### config.mk
export PLATFORM = sky130hd
export DESIGN_NAME = psc_pkt_track
export DESIGN_NICKNAME = d
export VERILOG_FILES = /design/src/rtl/psc_pkg.sv /design/src/rtl/psc_pkt_track.sv
export SDC_FILE = /design/constraint.sdc
export NUM_CORES = 1
export LEC_CHECK = 0
export ABC_CLOCK_PERIOD_IN_PS = 4720
export BUFFER_PORTS_ARGS = -buffer_cell sky130_fd_sc_hd__buf_2
export CAP_MARGIN = 20
export CORE_MARGIN = 4
export CORE_UTILIZATION = 45
export DETAILED_ROUTE_END_ITERATION = 7
export MAX_ROUTING_LAYER = met4
export PLACE_DENSITY = 0.74
export SYNTH_ARGS = -nofsm -noshare
export SYNTH_HDL_FRONTEND = slang
export SYNTH_SLANG_ARGS = --single-unit
### constraint.sdc
create_clock -name clk -period 4.72 [get_ports clk]
set_input_delay 0.236 -clock clk [delete_from_list [all_inputs] [get_ports clk]]
set_output_delay 0.236 -clock clk [all_outputs]
set_load 0.03 [all_outputs]
### src/rtl/psc_pkg.sv
package psc_pkg;
  typedef enum logic {
    CH_PING = 1'b0,
    CH_PONG = 1'b1
  } chan_e;
endpackage

### src/rtl/psc_pkt_track.sv
module psc_pkt_track
  import psc_pkg::*;
#(
  parameter int DATA_W  = 32,
  parameter int PKT_LEN = 100000,
  parameter int CNT_W   = 32
) (
  input  logic              clk,
  input  logic              rst_n,
  input  logic              beat_vld,
  input  chan_e             beat_ch,
  input  logic [DATA_W-1:0] beat_data,
  input  logic              beat_last,
  input  logic              beat_err,
  output logic [CNT_W-1:0]  good_cnt,
  output logic [CNT_W-1:0]  bad_cnt,
  output logic              packet_done,
  output logic              wrong_channel,
  output logic              length_error
);
  localparam int BC_W = $clog2(PKT_LEN);
  localparam logic [BC_W-1:0]   LAST_IDX = BC_W'(PKT_LEN - 1);
  localparam logic [DATA_W-1:0] STEP     = DATA_W'(PKT_LEN);

  logic [BC_W-1:0]   bcnt_q, bcnt_d;
  chan_e             exp_ch_q, exp_ch_d;
  logic [DATA_W-1:0] tgt_q, tgt_d;
  logic              pbad_q, pbad_d;
  logic [CNT_W-1:0]  good_d, bad_d;
  logic              done_d, wch_d, len_d;
  logic              at_len, ch_bad, len_bad, pkt_end, word_bad, beat_bad, pkt_fail;

  always_comb begin
    at_len   = (bcnt_q == LAST_IDX);
    ch_bad   = beat_vld && (beat_ch != exp_ch_q);
    len_bad  = beat_vld && (beat_last != at_len);
    pkt_end  = beat_vld && (beat_last || at_len);
    word_bad = pkt_end && (beat_data != tgt_q);
    beat_bad = beat_err | ch_bad | len_bad;
    pkt_fail = pbad_q | beat_bad | word_bad;

    bcnt_d   = bcnt_q;
    exp_ch_d = exp_ch_q;
    tgt_d    = tgt_q;
    pbad_d   = pbad_q;
    good_d   = good_cnt;
    bad_d    = bad_cnt;
    if (pkt_end) begin
      bcnt_d   = '0;
      exp_ch_d = (exp_ch_q == CH_PING) ? CH_PONG : CH_PING;
      tgt_d    = tgt_q + STEP;
      pbad_d   = 1'b0;
      if (pkt_fail) bad_d  = bad_cnt + CNT_W'(1);
      else          good_d = good_cnt + CNT_W'(1);
    end else if (beat_vld) begin
      bcnt_d = bcnt_q + BC_W'(1);
      pbad_d = pbad_q | beat_bad;
    end
    done_d = beat_vld && beat_last;
    wch_d  = wrong_channel | ch_bad;
    len_d  = length_error | len_bad;
  end

  always_ff @(posedge clk or negedge rst_n) begin
    if (!rst_n) begin
      bcnt_q        <= '0;
      exp_ch_q      <= CH_PING;
      tgt_q         <= STEP;
      pbad_q        <= 1'b0;
      good_cnt      <= '0;
      bad_cnt       <= '0;
      packet_done   <= 1'b0;
      wrong_channel <= 1'b0;
      length_error  <= 1'b0;
    end else begin
      if (beat_vld) begin
        bcnt_q   <= bcnt_d;
        exp_ch_q <= exp_ch_d;
        tgt_q    <= tgt_d;
        pbad_q   <= pbad_d;
        good_cnt <= good_d;
        bad_cnt  <= bad_d;
      end
      packet_done   <= done_d;
      wrong_channel <= wch_d;
      length_error  <= len_d;
    end
  end

  p_bcnt_range_r4: assert property (@(posedge clk) disable iff (!rst_n)
    bcnt_q <= LAST_IDX);
  p_good_step_r7: assert property (@(posedge clk) disable iff (!rst_n)
    (good_cnt != $past(good_cnt)) |-> (good_cnt == $past(good_cnt) + CNT_W'(1)));
  p_one_counter_r7: assert property (@(posedge clk) disable iff (!rst_n)
    (good_cnt != $past(good_cnt)) |-> (bad_cnt == $past(bad_cnt)));
  p_wrong_sticky_r10: assert property (@(posedge clk) disable iff (!rst_n)
    wrong_channel |=> wrong_channel);
  p_len_sticky_r10: assert property (@(posedge clk) disable iff (!rst_n)
    length_error |=> length_error);
endmodule

; After elaboration in Yosys (flattened, before gate mapping)
; Cells that the tools add are included.
; Widths: inputs -> output; s select.
[word_totals]
out_inout_bits = 67
latch_bits = 0
reg_bits = 118
mem_bits_rw = 0
memories = 0
rom_bits = 0
[op_classes]
n_eq_ne = 4
n_mul = 0
bitwise_logic = 7
addsub = 4
magnitude_cmp = 0
mux = 3
shifts = 0
reduce_logical = 9
n_div = 0
[ops]
columns = cell, n
row1 = $add 32x1->32 const B, 2
row2 = $add 32x17->32 const B, 1
row3 = $ne 32x32->1, 1
row4 = $add 17x1->17 const B, 1
row5 = $eq 17x17->1 const B, 1
row6 = $mux 17, 1
row7 = $or 1x1->1, 6
row8 = $reduce_and 3->1, 2
row9 = $logic_and 1x1->1, 5
row10 = $mux 1, 2
row11 = $ne 1x1->1, 2
row12 = $reduce_and 2->1, 1
row13 = $logic_or 1x1->1, 1
row14 = $not 1->1, 1

; Logic depth before layout (Yosys ltp)
; Gate-level depths: netlist (run 1).
[depth]
depth_word = 8
ltp_mapped = 10
depth_no_buf = 9

; Worst setup path after synthesis (run 1)
; Ideal clock, no wire load.
[synth_path]
kind = flip-flop to flip-flop
from = register bcnt_q[13]
to = register bad_cnt[1]
arrival_time_ps = 2748
path_slack_ps = 1848
period_less_slack_ps = 2872
stages_incl_launch_ff = 10
setup_time_ps = 125
path_cell_list = dfrtp_1 nor4b_1 nand2_1 or4_1 ha_1 o21ai_0 nand2_1 o31ai_2 buf_2 mux2_2
[synth_between]
elab_chain_len = 7
word_cells_on_any_way = 10
classes_between = 2 x eq/ne / 3 x bitwise / 5 x reduce/logical
[synth_lines]
columns = item, line
row1 = from (decl), psc_pkt_track.sv:25  ; logic [BC_W-1:0] bcnt_q, bcnt_d;
row2 = from (signal assigned), psc_pkt_track.sv:77  ; bcnt_q <= bcnt_d;
row3 = $eq 17x17->1 *, psc_pkt_track.sv:34  ; at_len = (bcnt_q == LAST_IDX);
row4 = $ne 1x1->1, psc_pkt_track.sv:36  ; len_bad = beat_vld && (beat_last != at_len);
row5 = $logic_and 1x1->1, psc_pkt_track.sv:36
row6 = $or 1x1->1, psc_pkt_track.sv:39  ; beat_bad = beat_err | ch_bad | len_bad;
row7 = $or 1x1->1 (2 in a row), psc_pkt_track.sv:40  ; pkt_fail = pbad_q | beat_bad | word_bad;
row8 = $reduce_and 3->1 (no line) *, --
row9 = to (signal assigned), psc_pkt_track.sv:71  ; bad_cnt <= '0;
row10 = to (signal assigned), psc_pkt_track.sv:82  ; bad_cnt <= bad_d;
row11 = to (decl), psc_pkt_track.sv:16  ; output logic [CNT_W-1:0] bad_cnt,
; Mark *: on every way between the ends. The rest lies on a longest branch, timed or not.
; A chain may end at the register's enable or synchronous reset.

; Final worst setup path (run 1)
[layout_path]
from = register bcnt_q[13]
to = register good_cnt[1]
[layout_between]
elab_chain_len = 8
word_cells_on_any_way = 11
classes_between = 2 x eq/ne / 4 x bitwise / 5 x reduce/logical
[layout_lines]
columns = item, line
row1 = $eq 17x17->1 *, psc_pkt_track.sv:34
row2 = $ne 1x1->1, psc_pkt_track.sv:36
row3 = $logic_and 1x1->1, psc_pkt_track.sv:36
row4 = $or 1x1->1, psc_pkt_track.sv:39
row5 = $or 1x1->1 (2 in a row), psc_pkt_track.sv:40
row6 = $not 1->1 (no line), --
row7 = $reduce_and 3->1 (no line) *, --
row8 = to (signal assigned), psc_pkt_track.sv:81  ; good_cnt <= good_d;
row9 = to (decl), psc_pkt_track.sv:15  ; output logic [CNT_W-1:0] good_cnt,
; Marks and branches as above.

==> out/metrics.cfg, run 1 <==
[yosys]
ys_seq_elements = 113
netlist_instances = 527
synth_top_area_frac = 0.486
yosysSeqAreaShare = 0.514
synth.distinct_cells = 38
synthTopCellsByArea = dfrtp_1 49%, xor2_1 11%, xnor2_1 8.7%
synth_area_um2 = 5510
syn_nets = 570
synth_area_leader_cell = dfrtp_1
syn_avg_cell_area_um2 = 10.5
ys.warnings.count = 0

[power]
power_density_nw_per_um2 = 456
vdd_drop_max_mv = 0.290
p_leak_nw = 3.24

[timing]
drv_slew = 0
hold_viol_final = 0
grt_setup_unrepaired = no
timing.slew.headroom = 0.489
final.setup.tns_ns = 0
fmax_mhz = 320
holdWs_ns = 0.0537
clock_skew_ns = 0.00974
setup_viol = 0
timing.final.crit_share = 0.663
min_period_ns = 3.13
worst_slew_pin_slew_ns = 0.767

[worst_setup_path]
rr_worst_depth = 9
path_depth = 9
critical_path.max_stage_delay_ns = 0.47
crit_top_cell = nand2_1
rr_endpoint = good_cnt[1]
required_ns = 5.02
worstSetupStartpointType = flip-flop
crit_slowest_cell = or4_1
rrSetupSlack_ns = 1.59
crit_family = simple AND/OR/NAND/NOR gates
reg2reg_from = bcnt_q[13]
end_kind = flip-flop
path_cells = nor4b_1 > nand2_1 > or4_1 > ha_1 > o21ai_0 > nand2_1 > nor4_4 > buf_4 > mux2_2
critical_path_class = flip-flop to flip-flop
crit_arrival_ns = 3.43
cp_max_fo = 32
critPathBufInv = 1

[worst_hold_path]
min_from = beat_last
holdCritPathClass = input port to flip-flop
holdPathStages = 2
hold_end = packet_done

[clocking]
cts_made_buffers = 17
cts_setup_buffers = 0
cts_tree = done
insertion_delay_ns = 0.42
cts.htree.levels = 4
clock-sinks = 113
post_cts_resized = 0
cts_buffer_depth = 2
clk_pin_slew_ns = 0.05
clock_tree.root_cell = clkbuf_16

[routing]
wl_um = 12400
wl_per_cell_um = 15.4
ant_nets = 0
drc = 0
via_per_inst = 5.29
drtIter0Drc = 259
num_vias = 4243
first_pass_iters = 6

[die]
initial_core_util = 0.459
die_area_um2 = 14100
die_height_um = 119
ios = 105
die_w_um = 119
coreArea_um2 = 12000
std_cell_rows = 40

[global_routing]
grt_pass1_wl_um = 21200
grt_max_degree = 62
gr-total-overflow = 0
grt_usage = 0.191
antenna_found_initial = 0
grt_pass1_vias = 4293

[cells_and_area]
synthToLayoutAreaGrowth_pct = 23.1
final_common_cell = dfrtp_1
drive_gt1_frac = 0.227
num-nets-final = 685
fillers = 1027
utilization = 0.565
diodes = 0
final_cell_mix = 107 x dfrtp_1, 103 x buf_2, 70 x xor2_1

[run_status]
status = finished, final reports clean

[placement]
io_buffer_count = 104
dp_hpwl_um = 8580
place_congestion = 0.835

[run]
cap_violations = 0

logic make-up after synthesis:
family / count (synthesis) / synth area share
compound gates: 28 / 0.0320
xor+xnor: 125 / 0.199
fa+ha+maj: 5 / 0.0114
buf+inv: 25 / 0.0218
flops: 113 / 0.514
mux: 3 / 0.00590
simple gates: 228 / 0.216
synth_stat cells, drive strengths merged:
cell and number:
xnor2 55, and2 7, and3 27, nor4b 2, nor3b 1, o21ai 12
buf 7, a2111oi 1, nor4 14, dfrtp 107, o31ai 4, a211oi 1
inv 11, a21oi 5, mux2i 1, nand2 48, clkbuf 7, nand3b 1
xor2 70, dfstp 6, ha 5, nand4 22, or4 3, nor3 19
nor2 33, a21boi 1, or3 2, nand3 41, a22o 2, and4 6
mux2 2, a21o 2, nor2b 2
per-stage QoR:
stage	total power, mW	cell area [µm²]	std cells	setup WS [ns]
after global placement	1.81	6190	769	1.61
after CTS	3.12	6780	802	1.60
final	3.09	6780	802	1.59
after global routing	3.25	6780	802	1.36
after detailed placement	1.83	6190	769	1.61
after floorplan	1.64	5510	527	1.85
state kept, by name, indices dropped and copies added (netlist names):
name / cells
length_error: 1
bad_cnt: 32
bcnt_q: 17
wrong_channel: 1
packet_done: 1
exp_ch_q: 1
good_cnt: 32
pbad_q: 1
tgt_q: 27
report_power, final:
| part | total, mW | leakage (nW) | internal, mW | switching, mW |
|---|---|---|---|---|
| Sequential | 1.29 | 1.45 | 1.12 | 0.169 |
| Combinational | 0.520 | 1.50 | 0.206 | 0.314 |
| Clock | 1.28 | 0.289 | 0.835 | 0.446 |
layer usage:
metal	share of wire	track usage	routed length (µm)	up-vias
met5	0	-	0	-
met2	0.48	0.297	5930	102
met3	0.046	0.0565	573	18
li1	-	-	-	2045
met4	0.015	0.0652	181	0
met1	0.46	0.241	5690	2078
worst max-delay path by stage:
stage,startpoint,to,slack (ns)
final,bcnt_q[13],good_cnt[1],1.59
after global routing,bcnt_q[13],good_cnt[9],1.36
after CTS,bcnt_q[13],good_cnt[1],1.60
after detailed placement,bcnt_q[13],good_cnt[1],1.61
after global placement,bcnt_q[12],good_cnt[1],1.61
after floorplan,bcnt_q[13],bad_cnt[1],1.85
final cells by class:
| class | instances | area [µm²] | share of cell area |
|---|---|---|---|
| flip-flops and latches | 113 | 2840 | 0.418 |
| multi-input cells | 389 | 2560 | 0.378 |
| repair buffers | 110 | 571 | 0.0841 |
| clock buffers | 20 | 447 | 0.0659 |
| well taps | 147 | 184 | 0.0271 |
| clock inverters | 12 | 140 | 0.0207 |
| inverters | 11 | 41.3 | 0.00609 |
repair_timing:
action,in CTS,in global routing
endpoints found under the setup margin,0,0
hold buffers,1,0
endpoints found under the hold margin,48,0
Note: power is estimated with default switching activity, not from simulation.
==> inputs of run 2 (changes only) <==
ABC_AREA = 1   (was default)
ABC_CLOCK_PERIOD_IN_PS = 2650   (was 4720)
PLACE_DENSITY = 0.75   (was 0.74)
clock period = 2.65 ns   (was 4.72 ns; I/O delays follow)
==> out/metrics.cfg, run 2 <==
[run_status]
status = finished, final reports clean  ; unchanged

[power]
p_leak_nw = 4.61  ; was 3.24 nW
vdd_drop_max_mv = 0.505  ; was 0.290 mV
power_density_nw_per_um2 = 689  ; was 456 nW/µm²
p_total_mw = 5.93  ; was 3.09 mW

[timing]
drv_slew = 0  ; unchanged
grt_setup_unrepaired = no  ; unchanged
clock_skew_ns = 0.0132  ; was 0.00974 ns
min_period_ns = 2.45  ; was 3.13 ns
setup_viol = 0  ; unchanged
worst_slew_pin_slew_ns = 0.687  ; was 0.767 ns
fmax_mhz = 408  ; was 320 MHz
final.setup.tns_ns = 0  ; unchanged
timing.slew.headroom = 0.542  ; was 0.489
timing.final.crit_share = 0.925  ; was 0.663
hold_viol_final = 0  ; unchanged

[yosys]
netlist_instances = 1064  ; was 527
ys_top_cells_by_count = 447 x nand2_1, 114 x inv_1, 107 x dfrtp_1, 107 x nor2_1, 61 x xor2_1  ; was 107 x dfrtp_1, 70 x xor2_1, 55 x xnor2_1
synth_area_um2 = 7240  ; was 5510 µm²
yosysSeqAreaShare = 0.392  ; was 0.514
synthFlopType = dfrtp_1  ; unchanged
post-synth-top-count-cell = nand2_1  ; was dfrtp_1
syn_nets = 1107  ; was 570
synth-async-reset-ratio = 1.00  ; unchanged
synth_enable_flop_cells = 0  ; unchanged
synth_area_leader_cell = dfrtp_1  ; unchanged
synth.distinct_cells = 35  ; was 38
ys_seq_elements = 113  ; unchanged
syn_avg_cell_area_um2 = 6.80  ; was 10.5 µm²
ys.warnings.count = 0  ; unchanged
synth_top_area_frac = 0.370  ; was 0.486
synthTopCellsByArea = dfrtp_1 37%, nand2_1 23%, xor2_1 7.4%  ; was dfrtp_1 49%, xor2_1 11%, xnor2_1 8.7%

[clocking]
cts_buffer_depth = 2  ; unchanged
clock_tree.root_cell = clkbuf_16  ; unchanged
clk_pin_slew_ns = 0.05  ; about the same
clock-sinks = 113  ; unchanged
cts_tree = done  ; unchanged
insertion_delay_ns = 0.42  ; about the same
cts_made_buffers = 17  ; unchanged
cts_setup_buffers = 0  ; unchanged
cts.htree.levels = 4  ; unchanged

[routing]
via_per_inst = 4.90  ; was 5.29
num_vias = 6899  ; was 4243
wl_per_cell_um = 13.6  ; was 15.4 µm
first_pass_iters = 7  ; was 6
wl_um = 19100  ; was 12400 µm
drtIter0Drc = 467  ; was 259
drc = 0  ; unchanged
ant_nets = 0  ; unchanged

[cells_and_area]
synthToLayoutAreaGrowth_pct = 18.9  ; was 23.1%
reg.largest.list = bad_cnt (32), good_cnt (32), tgt_q (27)  ; unchanged
diodes = 0  ; unchanged
drive_gt1_frac = 0.141  ; was 0.227
multi_input_area_um2 = 3820  ; was 2560 µm²
fillers = 1570  ; was 1027
utilization = 0.544  ; was 0.565
final_cell_mix = 447 x nand2_1, 114 x inv_1, 107 x nor2_1, 107 x dfrtp_1, 103 x buf_2  ; was 107 x dfrtp_1, 103 x buf_2, 70 x xor2_1
final_common_cell = nand2_1  ; was dfrtp_1
regArea_um2 = 2840  ; unchanged
num-nets-final = 1223  ; was 685

[worst_setup_path]
critical_path_class = flip-flop to flip-flop  ; unchanged
worstSetupStartpointType = flip-flop  ; unchanged
crit_arrival_ns = 2.76  ; was 3.43 ns
required_ns = 2.95  ; was 5.02 ns
end_kind = flip-flop  ; unchanged
cp_max_fo = 32  ; unchanged
crit_start = bcnt_q[13]  ; unchanged
reg2reg_from = bcnt_q[13]  ; unchanged

[global_routing]
grt_pass1_vias = 6371  ; was 4293
antenna_found_initial = 0  ; unchanged
gr-total-overflow = 0  ; unchanged
grt_pass1_wl_um = 31500  ; was 21200 µm
grt_usage = 0.222  ; was 0.191
grt_max_degree = 52  ; was 62

[die]
std_cell_rows = 46  ; was 40
die_w_um = 135  ; was 119 µm
die_area_um2 = 18200  ; was 14100 µm²
ios = 105  ; unchanged
coreArea_um2 = 15800  ; was 12000 µm²
die_height_um = 135  ; was 119 µm
initial_core_util = 0.457  ; was 0.459

[worst_hold_path]
min_from = beat_vld  ; was beat_last
holdCritPathClass = input port to flip-flop  ; unchanged

[placement]
io_buffer_count = 104  ; unchanged
place_congestion = 0.938  ; was 0.835
dp_hpwl_um = 14700  ; was 8580 µm

[run]
cap_violations = 0  ; unchanged

==> run 2: cell type report <==
class / count / share of cell area
clock buffers: 25 / 0.0599
clock inverters: 5 / 0.00872
inverters: 123 / 0.0536
multi-input cells: 808 / 0.444
flip-flops and latches: 113 / 0.329
well taps: 216 / 0.0314
repair buffers: 117 / 0.0731
==> run 2: path summary, 6_finish.rpt <==
kind                                      to  slack (ns)  depth (start not counted)
worst max-delay path             bad_cnt[20]        0.20                         10
worst min-delay path             packet_done        0.04                          3
worst max register to register   bad_cnt[20]        0.20                         10
worst min register to register  length_error        0.47                          2
max in group asynchronous        bad_cnt[15]        1.58                          3
min in group asynchronous         bad_cnt[1]        0.30                          2
==> run 2: routing by layer <==
layer,track usage,wire (µm)
met1,0.300,9050
met2,0.339,8830
met3,0.0469,950
met4,0.0605,282
met5,-,0
==> run 2: timing repair <==
action / CTS / global route
setup endpoints to repair: 0 / 21
hold buffers: 2 / 0
resized for setup: 0 / 2
hold endpoints to repair: 42 / 0
==> run 2: cell families (layout without fill, tap and decap cells) <==
logic type,after synthesis,count (layout),synth area share
DFF,113,113,0.392
and+or+nand+nor,673,673,0.378
buffers and inverters,143,270,0.0814
xor gates and xnor gates,89,89,0.108
AOI/OAI and AO/OA,41,41,0.0327
adders and majority gates,5,5,0.00864
==> run 2: where the power goes <==
part | total, mW | switching (mW) | internal (mW)
logic | 1.33 | 0.875 | 0.458
clock network | 2.28 | 0.760 | 1.52
registers | 2.32 | 0.323 | 2.00
total | 5.93 | 1.96 | 3.97
==> run 2: critical path, cell delays in order (launching register included) <==
cell	delay (ns)
dfrtp_1	0.41
nor4_1	0.36
nand4_1	0.15
ha_1	0.26
nor2_4	0.27
inv_2	0.07
buf_4	0.20
o21bai_2	0.19
buf_4	0.24
nand2_1	0.12
nand2_1	0.06
==> run 2: stage by stage <==
| step | area, µm² | std cells | hold WS (ns) | worst slack, ns |
|---|---|---|---|---|
| after global placement | 7990 | 1375 | 0.216 | 0.284 |
| after floorplan | 7240 | 1064 | -0.163 | 0.533 |
| after global routing | 8610 | 1407 | 0.0620 | 0.00109 |
| after CTS | 8600 | 1407 | 0.0192 | 0.191 |
| after detailed placement | 7990 | 1375 | 0.219 | 0.193 |
| final | 8610 | 1407 | 0.0417 | 0.198 |
